===== config.mk =====
export PLATFORM = sky130hd
export DESIGN_NAME = dds_tune_sequencer
export DESIGN_NICKNAME = d
export VERILOG_FILES = /design/src/rtl/dds_seq_pkg.sv /design/src/rtl/dds_phase_calc.sv /design/src/rtl/dds_comp_store.sv /design/src/rtl/dds_bus_sequencer.sv /design/src/rtl/dds_tune_sequencer.sv
export SDC_FILE = /design/constraint.sdc
export NUM_CORES = 2
export LEC_CHECK = 0
export ABC_CLOCK_PERIOD_IN_PS = 26800
export BUFFER_PORTS_ARGS = -buffer_cell sky130_fd_sc_hd__buf_2
export CORE_ASPECT_RATIO = 0.9
export CORE_MARGIN = 2
export CORE_UTILIZATION = 35
export CTS_CLUSTER_DIAMETER = 50
export CTS_CLUSTER_SIZE = 20
export DETAILED_ROUTE_END_ITERATION = 10
export GPL_TIMING_DRIVEN = 0
export PLACE_DENSITY = 0.56
export SLEW_MARGIN = 5
export SYNTH_ARGS = -nofsm -noshare
export SYNTH_HDL_FRONTEND = slang
export SYNTH_SLANG_ARGS = --single-unit
export TNS_END_PERCENT = 100

===== constraint.sdc =====
create_clock -name clk -period 26.8 [get_ports clk]
set_clock_uncertainty 0.1 [all_clocks]
set_input_delay 0 -clock clk [delete_from_list [all_inputs] [get_ports clk]]
set_output_delay 0 -clock clk [all_outputs]
set_load 0.01 [all_outputs]

===== src/rtl/dds_seq_pkg.sv =====
// Shared constants and types for the DDS tune sequencer.
// Assumes a 16-bit data / 8-bit address register bus.
package dds_seq_pkg;
    localparam int BUS_AW = 8;
    localparam int BUS_DW = 16;
    localparam int FTW_W  = 32;

    // Register addresses; the write order below is behaviour.
    localparam logic [BUS_AW-1:0] A_SEL    = 8'h81;
    localparam logic [BUS_AW-1:0] A_FTW_LO = 8'h2D;
    localparam logic [BUS_AW-1:0] A_FTW_HI = 8'h2F;
    localparam logic [BUS_AW-1:0] A_CFG    = 8'h01;
    localparam logic [BUS_AW-1:0] A_POW    = 8'h31;
    localparam logic [BUS_AW-1:0] A_UPD    = 8'h80;

    // Config words: accumulator kept, or cleared at update.
    localparam logic [BUS_DW-1:0] CFG_KEEP  = 16'h0008;
    localparam logic [BUS_DW-1:0] CFG_CLEAR = 16'h2008;

    typedef enum logic [1:0] {
        PM_CONT    = 2'd0,
        PM_ABS     = 2'd1,
        PM_TRACK   = 2'd2,
        PM_ABS_ALT = 2'd3
    } phase_mode_e;

    typedef enum logic [2:0] {
        W_SEL    = 3'd0,
        W_FTW_LO = 3'd1,
        W_FTW_HI = 3'd2,
        W_CFG    = 3'd3,
        W_POW    = 3'd4,
        W_UPD    = 3'd5
    } wr_step_e;
endpackage


===== src/rtl/dds_phase_calc.sv =====
// Three-stage phase word computation.
// Stage 1 forms the signed time differences. Stage 2 forms the products with the
// clock ratio and the tuning word. Stage 3 applies mode selection and truncates
// the result to POW_W bits. Assumes the inputs stay steady only in the start cycle.
module dds_phase_calc
    import dds_seq_pkg::*;
#(
    parameter int TIME_W    = 48,
    parameter int POW_W     = 16,
    parameter int CLK_RATIO = 8,
    parameter int WRITE_DUR = 40
)(
    input  logic              clk,
    input  logic              rst_n,
    input  logic              start,
    input  phase_mode_e       mode,
    input  logic [FTW_W-1:0]  ftw,
    input  logic [POW_W-1:0]  pow_in,
    input  logic [TIME_W-1:0] ref_time,
    input  logic [TIME_W-1:0] now_time,
    input  logic [POW_W-1:0]  comp_in,
    output logic              done,
    output logic [POW_W-1:0]  pow_out
);
    localparam int DELTA_W = TIME_W + 2;
    localparam int RATIO_W = $clog2(CLK_RATIO + 1) + 1;
    localparam int PROD_W  = DELTA_W + RATIO_W + FTW_W + 2;
    localparam int SH      = FTW_W - POW_W;
    localparam logic signed [PROD_W-1:0]  RATIO_X = PROD_W'(CLK_RATIO);
    localparam logic signed [DELTA_W-1:0] UPD_OFS = DELTA_W'(2 * WRITE_DUR);

    logic                      s1_v, s2_v;
    phase_mode_e               s1_mode, s2_mode;
    logic [FTW_W-1:0]          s1_ftw;
    logic [POW_W-1:0]          s1_pow, s2_pow, s1_comp, s2_comp;
    logic signed [DELTA_W-1:0] s1_delta, s1_ref;
    logic [POW_W-1:0]          s2_dterm, s2_rterm;
    logic signed [PROD_W-1:0]  dprod, rprod;
    logic                      unused_prod_bits;

    // Products of the stage-1 values, all taken at full width.
    always_comb begin
        dprod = PROD_W'(s1_delta) * RATIO_X * PROD_W'($signed({1'b0, s1_ftw}));
        rprod = PROD_W'(s1_ref)   * RATIO_X * PROD_W'($signed({1'b0, s1_ftw}));
    end
    assign unused_prod_bits = ^{dprod[PROD_W-1:SH+POW_W], dprod[SH-1:0],
                                rprod[PROD_W-1:SH+POW_W], rprod[SH-1:0]};

    // Valid bits of the pipeline.
    always_ff @(posedge clk) begin
        if (!rst_n) begin
            s1_v <= 1'b0;
            s2_v <= 1'b0;
            done <= 1'b0;
        end else begin
            s1_v <= start;
            s2_v <= s1_v;
            done <= s2_v;
        end
    end

    // Stage 1: capture the operands and form the signed time differences.
    always_ff @(posedge clk) begin
        if (start) begin
            s1_mode  <= mode;
            s1_ftw   <= ftw;
            s1_pow   <= pow_in;
            s1_comp  <= comp_in;
            s1_delta <= $signed({2'b00, ref_time}) - $signed({2'b00, now_time}) - UPD_OFS;
            s1_ref   <= $signed({2'b00, ref_time});
        end
    end

    // Stage 2: keep the bits of each shifted product that survive truncation.
    always_ff @(posedge clk) begin
        if (s1_v) begin
            s2_mode  <= s1_mode;
            s2_pow   <= s1_pow;
            s2_comp  <= s1_comp;
            s2_dterm <= dprod[SH +: POW_W];
            s2_rterm <= rprod[SH +: POW_W];
        end
    end

    // Stage 3: combine the terms according to the phase mode.
    always_ff @(posedge clk) begin
        if (s2_v) begin
            case (s2_mode)
                PM_CONT:  pow_out <= s2_pow + s2_comp;
                PM_TRACK: pow_out <= s2_pow - s2_dterm + s2_rterm;
                default:  pow_out <= s2_pow - s2_dterm;
            endcase
        end
    end

    // the result appears a fixed three cycles after start.
    p_fixed_latency_r12: assert property (@(posedge clk) disable iff (!rst_n)
        start |-> ##3 done);
endmodule


===== src/rtl/dds_comp_store.sv =====
// Per-channel phase compensation registers.
// Each register resets to zero and is loaded only when its own channel is written.
// Assumes the writer never addresses a channel at or above CHAN_COUNT.
module dds_comp_store #(
    parameter int CHAN_COUNT = 8,
    parameter int IDX_W      = 3,
    parameter int POW_W      = 16
)(
    input  logic             clk,
    input  logic             rst_n,
    input  logic [IDX_W-1:0] rd_ch,
    output logic [POW_W-1:0] rd_data,
    input  logic             wr_en,
    input  logic [IDX_W-1:0] wr_ch,
    input  logic [POW_W-1:0] wr_data
);
    logic [POW_W-1:0] comp_q [CHAN_COUNT];

    for (genvar g = 0; g < CHAN_COUNT; g++) begin : g_chan
        // One compensation register, loaded when its channel is selected.
        always_ff @(posedge clk) begin
            if (!rst_n)
                comp_q[g] <= '0;
            else if (wr_en && (int'(wr_ch) == g))
                comp_q[g] <= wr_data;
        end
    end

    // Read multiplexer; channel numbers out of range read as zero.
    always_comb begin
        rd_data = '0;
        for (int i = 0; i < CHAN_COUNT; i++)
            if (int'(rd_ch) == i) rd_data = comp_q[i];
    end

    // rejected channels never reach the compensation store.
    p_wr_in_range_r9: assert property (@(posedge clk) disable iff (!rst_n)
        wr_en |-> (int'(wr_ch) < CHAN_COUNT));
endmodule


===== src/rtl/dds_bus_sequencer.sv =====
// Issues the six register writes of one tune command in a fixed order.
// Each write is held until bus_ack and then advances. done pulses with the strobe acknowledge.
// Assumes the word inputs stay steady from start to done.
module dds_bus_sequencer
    import dds_seq_pkg::*;
(
    input  logic              clk,
    input  logic              rst_n,
    input  logic              start,
    input  logic [BUS_DW-1:0] sel_word,
    input  logic [FTW_W-1:0]  ftw,
    input  logic [BUS_DW-1:0] cfg_word,
    input  logic [BUS_DW-1:0] pow_word,
    output logic [BUS_AW-1:0] bus_addr,
    output logic [BUS_DW-1:0] bus_data,
    output logic              bus_wr,
    input  logic              bus_ack,
    output logic              done
);
    wr_step_e step;

    // Address and data of the current step.
    always_comb begin
        case (step)
            W_SEL:    begin bus_addr = A_SEL;    bus_data = sel_word;          end
            W_FTW_LO: begin bus_addr = A_FTW_LO; bus_data = ftw[15:0];         end
            W_FTW_HI: begin bus_addr = A_FTW_HI; bus_data = ftw[31:16];        end
            W_CFG:    begin bus_addr = A_CFG;    bus_data = cfg_word;          end
            W_POW:    begin bus_addr = A_POW;    bus_data = pow_word;          end
            W_UPD:    begin bus_addr = A_UPD;    bus_data = '0;                end
            default:  begin bus_addr = '0;       bus_data = '0;                end
        endcase
    end

    assign done = bus_wr && bus_ack && (step == W_UPD);

    // Step counter and write request.
    always_ff @(posedge clk) begin
        if (!rst_n) begin
            bus_wr <= 1'b0;
            step   <= W_SEL;
        end else if (start) begin
            bus_wr <= 1'b1;
            step   <= W_SEL;
        end else if (bus_wr && bus_ack) begin
            if (step == W_UPD)
                bus_wr <= 1'b0;
            else
                step <= wr_step_e'(step + 3'd1);
        end
    end

    // an unacknowledged write is held unchanged.
    p_hold_until_ack_r8: assert property (@(posedge clk) disable iff (!rst_n)
        (bus_wr && !bus_ack) |=> (bus_wr && $stable(bus_addr) && $stable(bus_data)));
    // every sequence begins with the select write.
    p_first_select_r2: assert property (@(posedge clk) disable iff (!rst_n)
        start |=> (bus_wr && bus_addr == A_SEL));
    // the low tuning half is followed by the high half.
    p_ftw_halves_r4: assert property (@(posedge clk) disable iff (!rst_n)
        (bus_wr && bus_ack && bus_addr == A_FTW_LO) |=> (bus_wr && bus_addr == A_FTW_HI));
endmodule


===== src/rtl/dds_tune_sequencer.sv =====
// Top level of the DDS tune sequencer.
// Accepts one command at a time and rejects channels that do not exist. Starts
// the phase pipeline, updates the compensation store for the clearing modes and
// hands the words to the bus sequencer. Assumes POW_W <= 16, and
// CHAN_COUNT <= 15 when one-hot select codes are chosen.
module dds_tune_sequencer
    import dds_seq_pkg::*;
#(
    parameter int CHAN_COUNT = 8,
    parameter int CMD_CH_W   = 4,
    parameter bit ONEHOT_SEL = 1'b0,
    parameter int POW_W      = 16,
    parameter int TIME_W     = 48,
    parameter int CLK_RATIO  = 8,
    parameter int WRITE_DUR  = 40
)(
    input  logic                clk,
    input  logic                rst_n,
    input  logic                cmd_valid,
    output logic                cmd_ready,
    input  logic [CMD_CH_W-1:0] cmd_chan,
    input  logic [1:0]          cmd_mode,
    input  logic [FTW_W-1:0]    cmd_ftw,
    input  logic [POW_W-1:0]    cmd_pow,
    input  logic [TIME_W-1:0]   cmd_ref_time,
    input  logic [TIME_W-1:0]   cmd_now_time,
    output logic                cmd_err,
    output logic                busy,
    output logic [BUS_AW-1:0]   bus_addr,
    output logic [BUS_DW-1:0]   bus_data,
    output logic                bus_wr,
    input  logic                bus_ack
);
    localparam int IDX_W = (CHAN_COUNT > 1) ? $clog2(CHAN_COUNT) : 1;

    logic              accept, chan_ok, calc_start, calc_done, seq_done;
    logic [IDX_W-1:0]  cap_ch;
    phase_mode_e       cap_mode;
    logic [FTW_W-1:0]  cap_ftw;
    logic [POW_W-1:0]  cap_pow, comp_rd, pow_res;
    logic [TIME_W-1:0] cap_ref, cap_now;
    logic [BUS_DW-1:0] sel_word, cfg_word;

    assign cmd_ready = !busy;
    assign accept    = cmd_valid && !busy;
    assign chan_ok   = int'(cmd_chan) < CHAN_COUNT;

    // Command acceptance, rejection pulse and busy flag.
    always_ff @(posedge clk) begin
        if (!rst_n) begin
            busy       <= 1'b0;
            cmd_err    <= 1'b0;
            calc_start <= 1'b0;
        end else begin
            cmd_err    <= 1'b0;
            calc_start <= 1'b0;
            if (accept) begin
                if (chan_ok) begin
                    busy       <= 1'b1;
                    calc_start <= 1'b1;
                end else begin
                    cmd_err <= 1'b1;
                end
            end else if (seq_done) begin
                busy <= 1'b0;
            end
        end
    end

    // Capture of the accepted command fields.
    always_ff @(posedge clk) begin
        if (accept && chan_ok) begin
            cap_ch   <= IDX_W'(cmd_chan);
            cap_mode <= phase_mode_e'(cmd_mode);
            cap_ftw  <= cmd_ftw;
            cap_pow  <= cmd_pow;
            cap_ref  <= cmd_ref_time;
            cap_now  <= cmd_now_time;
        end
    end

    // Select code: binary or one-hot, always shifted clear of the reset bit.
    if (ONEHOT_SEL) begin : g_sel_onehot
        assign sel_word = BUS_DW'(1) << (int'(cap_ch) + 1);
    end else begin : g_sel_binary
        assign sel_word = BUS_DW'({cap_ch, 1'b0});
    end

    assign cfg_word = (cap_mode == PM_CONT) ? CFG_KEEP : CFG_CLEAR;

    dds_comp_store #(
        .CHAN_COUNT (CHAN_COUNT),
        .IDX_W      (IDX_W),
        .POW_W      (POW_W)
    ) u_comp (
        .clk     (clk),
        .rst_n   (rst_n),
        .rd_ch   (cap_ch),
        .rd_data (comp_rd),
        .wr_en   (calc_done && (cap_mode != PM_CONT)),
        .wr_ch   (cap_ch),
        .wr_data (pow_res)
    );

    dds_phase_calc #(
        .TIME_W    (TIME_W),
        .POW_W     (POW_W),
        .CLK_RATIO (CLK_RATIO),
        .WRITE_DUR (WRITE_DUR)
    ) u_calc (
        .clk      (clk),
        .rst_n    (rst_n),
        .start    (calc_start),
        .mode     (cap_mode),
        .ftw      (cap_ftw),
        .pow_in   (cap_pow),
        .ref_time (cap_ref),
        .now_time (cap_now),
        .comp_in  (comp_rd),
        .done     (calc_done),
        .pow_out  (pow_res)
    );

    dds_bus_sequencer u_seq (
        .clk      (clk),
        .rst_n    (rst_n),
        .start    (calc_done),
        .sel_word (sel_word),
        .ftw      (cap_ftw),
        .cfg_word (cfg_word),
        .pow_word (BUS_DW'(pow_res)),
        .bus_addr (bus_addr),
        .bus_data (bus_data),
        .bus_wr   (bus_wr),
        .bus_ack  (bus_ack),
        .done     (seq_done)
    );

    // the bus is only driven while a command is in progress.
    p_wr_needs_busy_r1: assert property (@(posedge clk) disable iff (!rst_n)
        bus_wr |-> busy);
    // the acknowledged strobe write ends the command.
    p_strobe_releases_r1: assert property (@(posedge clk) disable iff (!rst_n)
        (bus_wr && bus_ack && bus_addr == A_UPD) |=> !busy);
    // a rejection leaves the block idle.
    p_reject_silent_r9: assert property (@(posedge clk) disable iff (!rst_n)
        cmd_err |-> (!busy && !bus_wr));
    // the strobe write carries zero data.
    p_strobe_zero_r11: assert property (@(posedge clk) disable iff (!rst_n)
        (bus_wr && bus_addr == A_UPD) |-> (bus_data == '0));
endmodule


# --- After elaboration in Yosys (flattened, before gate mapping) ---
# Memories as Yosys holds them, arrays and structs flattened.
# Cells that the tools add are included.
word_totals:
  register_bits: 405
  ramBits: 128
  input_bits: 154
  word_cells: 140
  n_memories: 1
mem_list:
  columns: ["name", "depth", "width", "read_ports", "rd_ports_with_merged_regs", "write_ports", "line_no", "text"]
  rows:
  - ["u_comp.comp_q", 8, 16, 8, 0, 8, "dds_comp_store.sv:17", "logic [POW_W-1:0] comp_q [CHAN_COUNT];"]
classes:
  n_addsub: 6
  multipliers: 2
  magnitude_cmp: 1
  eq_ne: 14
  muxes: 53
  bitwise: 10
  reduce_logical: 27
ops:
  columns: ["operator", "count"]
  rows:
  - ["two-way mux 16 bit", 16]
  - ["one-hot mux 16 bit (5 select lines)", 1]
  - ["multiplier 50 x 33 -> 29 bit", 1]
  - ["subtractor 50 x 8 -> 50 bit (second input constant)", 1]
  - ["subtractor 48 x 48 -> 49 bit", 1]
  - ["multiplier 48 x 32 -> 29 bit", 1]
  - ["one-hot mux 8 bit (6 select lines)", 1]
  - ["two-way mux 1 bit", 33]
  - ["adder 16 bit", 2]
  - ["one-hot mux 16 bit (2 select lines)", 1]
  - ["== test 3 bit (second input constant)", 6]
  - ["subtractor 16 bit", 1]
  - ["two-way mux 14 bit", 1]
  - ["logical AND 1 bit", 13]
  - ["== test 3 x 2 -> 1 bit (second input constant)", 4]
  - ["OR 1 bit", 8]
  - ["AND reduction 2 bit", 4]
  - ["nonzero test 2 bit", 4]
  - ["== test 3 x 1 -> 1 bit (second input constant)", 2]
  - ["zero test 3 bit", 2]
  - ["zero test 2 bit", 2]
  - ["< comparator 4 bit (second input constant)", 1]
  - ["adder 3 x 1 -> 3 bit (second input constant)", 1]
  - ["== test 2 bit (second input constant)", 1]
  - ["other kinds (4)", 5]

# --- Longest topological paths before layout ---
depth:
  depth_word: 9
  depth_mapped: 29
  ltp_nobuf: 27

# --- By module ---
# From an unflattened synthesis, not the netlist that was laid out.
unflattened:
  hier_cells: 4464
  area_unflattened_um2: 47905.9
modules_own_cells:
  columns: ["module", "instances", "cells_each", "area_each_um2", "seq_area_each_um2"]
  rows:
  - ["dds_phase_calc", 1, 3794, 36631.4, 6155.9]
  - ["dds_comp_store", 1, 408, 5921.9, 3843.7]
  - ["dds_tune_sequencer", 1, 162, 4601.9, 4534.3]
  - ["dds_bus_sequencer", 1, 100, 750.7, 80.1]

# --- Worst setup path after synthesis ---
# Ideal clock, no wire load.
synth_timing:
  path_type: "register to register"
  startpoint: "register busy"
  endpoint: "register cap_ch[0] (enable)"
  setup_ns: 0.743
  arrival_time_ns: 8.519
  required_ns: 25.957
  slack_ns: 17.438
  stages_incl_launch_ff: 2
  synth_period_minus_slack_ns: 9.362
  cell_sequence: "dfxtp_1 > nor3b_1"
synth_between:
  elab_chain_cells: 3
synth_lines:
  columns: ["item", "line_no", "text"]
  rows:
  - ["start: declaration", "dds_tune_sequencer.sv:28", "output logic busy,"]
  - ["start signal: assignment", "dds_tune_sequencer.sv:51", "busy <= 1'b0;"]
  - ["start signal: assignment", "dds_tune_sequencer.sv:59", "busy <= 1'b1;"]
  - ["start signal: assignment", "dds_tune_sequencer.sv:65", "busy <= 1'b0;"]
  - ["zero test 1 bit", "dds_tune_sequencer.sv:45", "assign accept = cmd_valid && !busy;"]
  - ["logical AND 1 bit", "dds_tune_sequencer.sv:45", null]
  - ["logical AND 1 bit", "dds_tune_sequencer.sv:72", "if (accept && chan_ok) begin"]
  - ["end signal: assignment", "dds_tune_sequencer.sv:73", "cap_ch <= IDX_W'(cmd_chan);"]
  - ["end: declaration", "dds_tune_sequencer.sv:37", "logic [IDX_W-1:0] cap_ch;"]
# No other way between the ends.
# A chain may end at the register's enable or synchronous reset.

# --- Worst setup path in the final report ---
layout_timing:
  startpoint: "register u_calc.s1_ftw[4]"
  endpoint: "register u_calc.s2_rterm[14] (data pin)"
layout_between:
  elab_chain_cells: 1
layout_lines:
  columns: ["item", "line_no", "text"]
  rows:
  - ["start: declaration", "dds_phase_calc.sv:34", "logic [FTW_W-1:0] s1_ftw;"]
  - ["start signal: assignment", "dds_phase_calc.sv:66", "s1_ftw <= ftw;"]
  - ["multiplier 48 x 32 -> 29 bit", "dds_phase_calc.sv:44", "rprod = PROD_W'(s1_ref) * RATIO_X * PROD_W'($signed({1'b0, s1_ftw}));"]
  - ["via u_calc.rprod[30]", "dds_phase_calc.sv:38", "logic signed [PROD_W-1:0] dprod, rprod;"]
  - ["end signal: assignment", "dds_phase_calc.sv:81", "s2_rterm <= rprod[SH +: POW_W];"]
  - ["end: declaration", "dds_phase_calc.sv:37", "logic [POW_W-1:0] s2_dterm, s2_rterm;"]
# The timed path passes the listed nets, and every way through them passes these cells.

==> results.txt <==
The number of antenna violations at the first check in global routing is 25. The worst-margin pin slew is 1.32 ns. The highest metal layer used by the detailed router is met5.

The overall die height is about 350 um. The via count of the first global-routing pass is about 34000. The area share of the largest cell type after synthesis is 28.6%. After layout, the worst setup slack is ~17 ns. The critical path is of the reg -> reg type. The data required time of the critical path is 27.03 ns.

For this run the aggregate overflow at the end of global routing stands at 0. The share of flip-flops with an asynchronous set or reset after synthesis is 0%. The largest driver fanout on the critical path came out at 10. The area growth from synthesis to final layout is 15.3%.

The number of gates resized after CTS was 0. The register clock-pin slew on the reported worst setup and hold paths came out at 0.07 ns. The net switching power of the design is 3.09 mW. The top cell types in the final layout, fill and taps aside, are 824 x sky130_fd_sc_hd__inv_1, 654 x sky130_fd_sc_hd__fa_1, 623 x sky130_fd_sc_hd__and2_1. In this design, the largest share of critical-path delay is due to adder cells.

Of the total power, the share spent switching nets is 49.7%. The met3 wire length came out at 12.8 mm. The first-pass iteration count of the detailed router is 5.

The core box area came out at 131000 sq um. The congestion estimate from routability-driven global placement came to 0.986. The netlist area before placement came out at 46400 sq um. The highest ir drop seen on vdd is 239 uV. The overall power is between 6 and 7 mW.

On the critical path, the stage with the largest delay is an instance of sky130_fd_sc_hd__edfxtp_1. In this run the remaining antenna-violating nets after routing total 0. The clock share of power is a little under an eighth. The highest cell delay on the worst timing path came out at 0.84 ns. Per report_power, the sequential group accounts for 17.1% of the total. The max-cap violation count came out at 0. The worst hold slack after final layout came out at 0.0260 ns. The sum of net half-perimeters after detailed placement is around 120 mm. The per-instance average area after synthesis came out at 10.5 sq um. The total I/O pin count is 182. After routing, the total negative slack on setup checks comes to 0 ns.

The TritonCTS clock tree is yes. The maximum buffer depth of the clock tree came out at 3. The commonest non-fill, non-tap cell in the layout is sky130_fd_sc_hd__inv_1.

The fraction of power consumed by combinational cells came out at 71.1%. The worst setup path is captured at a flip-flop. Of the synthesized area, sequential elements account for 29.0%.

The path category of the worst min-delay check is in -> reg. The number of different library cells used by synthesis comes to 88. The number of max-slew violations in the final report came to 0. The synthesized flop and latch total is between 400 and 500. The count of placed standard cells including taps came out at 6306. The count of flip-flops with a built-in enable after synthesis is 442.

The time the final worst path needs with I/O delays and setup is between 10 and 15 ns. After synthesis, the cell types taking the most area are sky130_fd_sc_hd__edfxtp_1 29%, sky130_fd_sc_hd__fa_1 28%, sky130_fd_sc_hd__ha_1 8.8%. The clock net in this run drives a total of about 450 sinks. In the final routed layout, each cell accounts on average for 22.3 um. Once placement finished, the instance area stood at roughly 50000 sq um. The number of buffers and inverters on the critical path is 6. In this run the core area contains 126 standard-cell rows.

The peak clock frequency supported by timing came out at 0.0982 GHz. The net count reported at finish came out at 5978. The clock insertion delay at the later pin of the skew report came out at 0.63 ns. The leakage power total came out at 23.8 nW. Dividing total power by cell area gives a power density of 116 nW/um^2. The port buffer count is 142. The pin count of the biggest net entering global routing came out at 68. The ratio of final minimum period to clock period is 38.0%.

The number of buffers added for setup after CTS came out at 0. The setup-violating endpoint count in the final report is 0. The starting density of the core is 35.3%. The post-detailed-route DRC marker count is 0. The total number of H-tree levels is 2. The number of violations reported at the end of detailed-routing iteration 0 is 2755. The max-slew headroom at the worst pin is between 10 and 15%. The leading area contributor after synthesis is sky130_fd_sc_hd__edfxtp_1.

The run finished with clean final reports. The worst setup slack before clock tree synthesis is 16.80 ns. The die is around 390 um wide.

The count of final hold-check violations is 0. Data arrives at the worst endpoint at 10.42 ns. The worst setup path is launched from a flip-flop. The TritonCTS buffer count is between 40 and 50.

In the global route stage, overall resource usage came out at 22.0%. The detailed router put a total of 64.1 mm of wire on met1. Setup repair after global routing left no endpoint under its margin. The post-synthesis instance total is 4420. The most frequent cell on the critical path is sky130_fd_sc_hd__fa_1. The via total after detailed routing came out at between 30000 and 40000. The die covers 136000 sq um. The post-route cell area came out at 53500 sq um.

The first global-routing pass estimated 220 mm of wire. The internal cell power is roughly 3.1 mW. The core occupancy in the finished layout is between 40% and 50%. Of the cells placed in the final design, the portion with a size suffix greater than 1 is under 10%. The hold buffer count at cts is 215. Wires add up to 147 mm. The yosys synthesis warning count is 0. The number of nets produced by synthesis came out at approximately 5600.

The final standard cell count with taps included and fillers excluded is 6614. In the detailed route, the total length drawn on met2 is 64.2 mm. The average via count per standard cell came out at 4.96. The most used flip-flop cell after synthesis is sky130_fd_sc_hd__edfxtp_1. The buffer cell driving the clock tree root is sky130_fd_sc_hd__clkbuf_16.
## kinds of logic (layout without fill, tap and decap cells)
| logic type | after synthesis | count (layout) | share of synthesized area, % |
|---|---|---|---|
| AO/OA/AOI/OAI | 332 | 332 | 4.95 |
| XOR/XNOR | 224 | 224 | 4.23 |
| adder cells (fa/ha/maj) | 981 | 981 | 37.0 |
| buffers and inverters | 1023 | 1484 | 8.30 |
| flip-flops | 452 | 452 | 29.0 |
| multiplexers | 49 | 49 | 1.25 |
| other | 1 | 6 | 0.00808 |
| AND/OR/NAND/NOR | 1358 | 1358 | 15.2 |
## synthesized netlist by cell type (19+ instances only)
cell and instances:
sky130_fd_sc_hd__xor2_1 55, sky130_fd_sc_hd__xnor2_1 169, sky130_fd_sc_hd__a21o_1 28, sky130_fd_sc_hd__mux2_2 21, sky130_fd_sc_hd__nor3_1 23, sky130_fd_sc_hd__nor2b_1 19, sky130_fd_sc_hd__o21a_1 22, sky130_fd_sc_hd__ha_1 327
sky130_fd_sc_hd__nand2_1 480, sky130_fd_sc_hd__nor2_1 104, sky130_fd_sc_hd__and2_1 623, sky130_fd_sc_hd__a21oi_1 86, sky130_fd_sc_hd__edfxtp_1 442, sky130_fd_sc_hd__fa_1 654, sky130_fd_sc_hd__nand3_1 30, sky130_fd_sc_hd__o21ai_0 50
sky130_fd_sc_hd__inv_1 824, sky130_fd_sc_hd__mux2i_1 23, sky130_fd_sc_hd__clkbuf_1 187
## layer usage
layer	global-route usage, %	up-vias
met4	8.47	8
met3	4.94	234
li1	-	14699
met1	30.4	16608
met5	0	-
met2	33.7	1226
## worst paths after layout
kind / from / end / slack, ns / depth (start not counted)
setup / recovery: u_calc.s1_ftw[4] / u_calc.s2_rterm[14] / 16.61 / 25
hold / removal: cmd_now_time[16] / cap_now[16] / 0.03 / 2
setup reg to reg: u_calc.s1_ftw[4] / u_calc.s2_rterm[14] / 16.61 / 25
hold reg to reg: u_calc.s1_mode[0] / u_calc.s2_mode[0] / 0.32 / 0
## worst register-to-register path: stages, from the launching register on
cell and delay [ns]:
sky130_fd_sc_hd__edfxtp_1 0.84, sky130_fd_sc_hd__clkbuf_1 0.61, sky130_fd_sc_hd__clkbuf_1 0.79, sky130_fd_sc_hd__and2_1 0.26, sky130_fd_sc_hd__fa_1 0.45, sky130_fd_sc_hd__fa_1 0.52, sky130_fd_sc_hd__inv_1 0.05, sky130_fd_sc_hd__fa_1 0.47
sky130_fd_sc_hd__fa_1 0.49, sky130_fd_sc_hd__inv_1 0.04, sky130_fd_sc_hd__ha_1 0.26, sky130_fd_sc_hd__ha_1 0.30, sky130_fd_sc_hd__fa_1 0.49, sky130_fd_sc_hd__inv_1 0.05, sky130_fd_sc_hd__fa_1 0.47, sky130_fd_sc_hd__inv_1 0.04
sky130_fd_sc_hd__ha_1 0.28, sky130_fd_sc_hd__a21o_1 0.16, sky130_fd_sc_hd__a2111oi_0 0.60, sky130_fd_sc_hd__a211oi_1 0.24, sky130_fd_sc_hd__o21a_1 0.29, sky130_fd_sc_hd__o41a_1 0.47, sky130_fd_sc_hd__a221o_1 0.46, sky130_fd_sc_hd__a211oi_1 0.39
sky130_fd_sc_hd__o21bai_1 0.16, sky130_fd_sc_hd__xor2_1 0.60
## power by group through the flow
stage	clock [mW]	combinational (mW)	sequential, mW
floorplan	0	2.95	1.06
global placement	0	4.43	1.09
detailed placement	0	4.47	1.08
CTS	0.753	4.53	1.07
global route	0.779	4.97	1.07
finish	0.733	4.43	1.07
## flip-flops by register name, indices dropped and copies added, names as in the netlist, 29 cells and up
register,flops
cap_now,29
u_calc.s1_ftw,29
u_comp.comp_q,128
u_calc.s1_ref,29
cap_ftw,32
u_calc.s1_delta,29
cap_ref,29
## layout make-up
class,instances,area (sq um)
multi-input combinational,2945,29100
clock buffer,49,1200
buffer,198,754
timing repair buffer,374,3060
clock inverter,38,592
sequential,452,13500
fill,12808,77800
tap,1728,2160
antenna,5,12.5
inverter,825,3100
(Power assumes the default switching activity.)
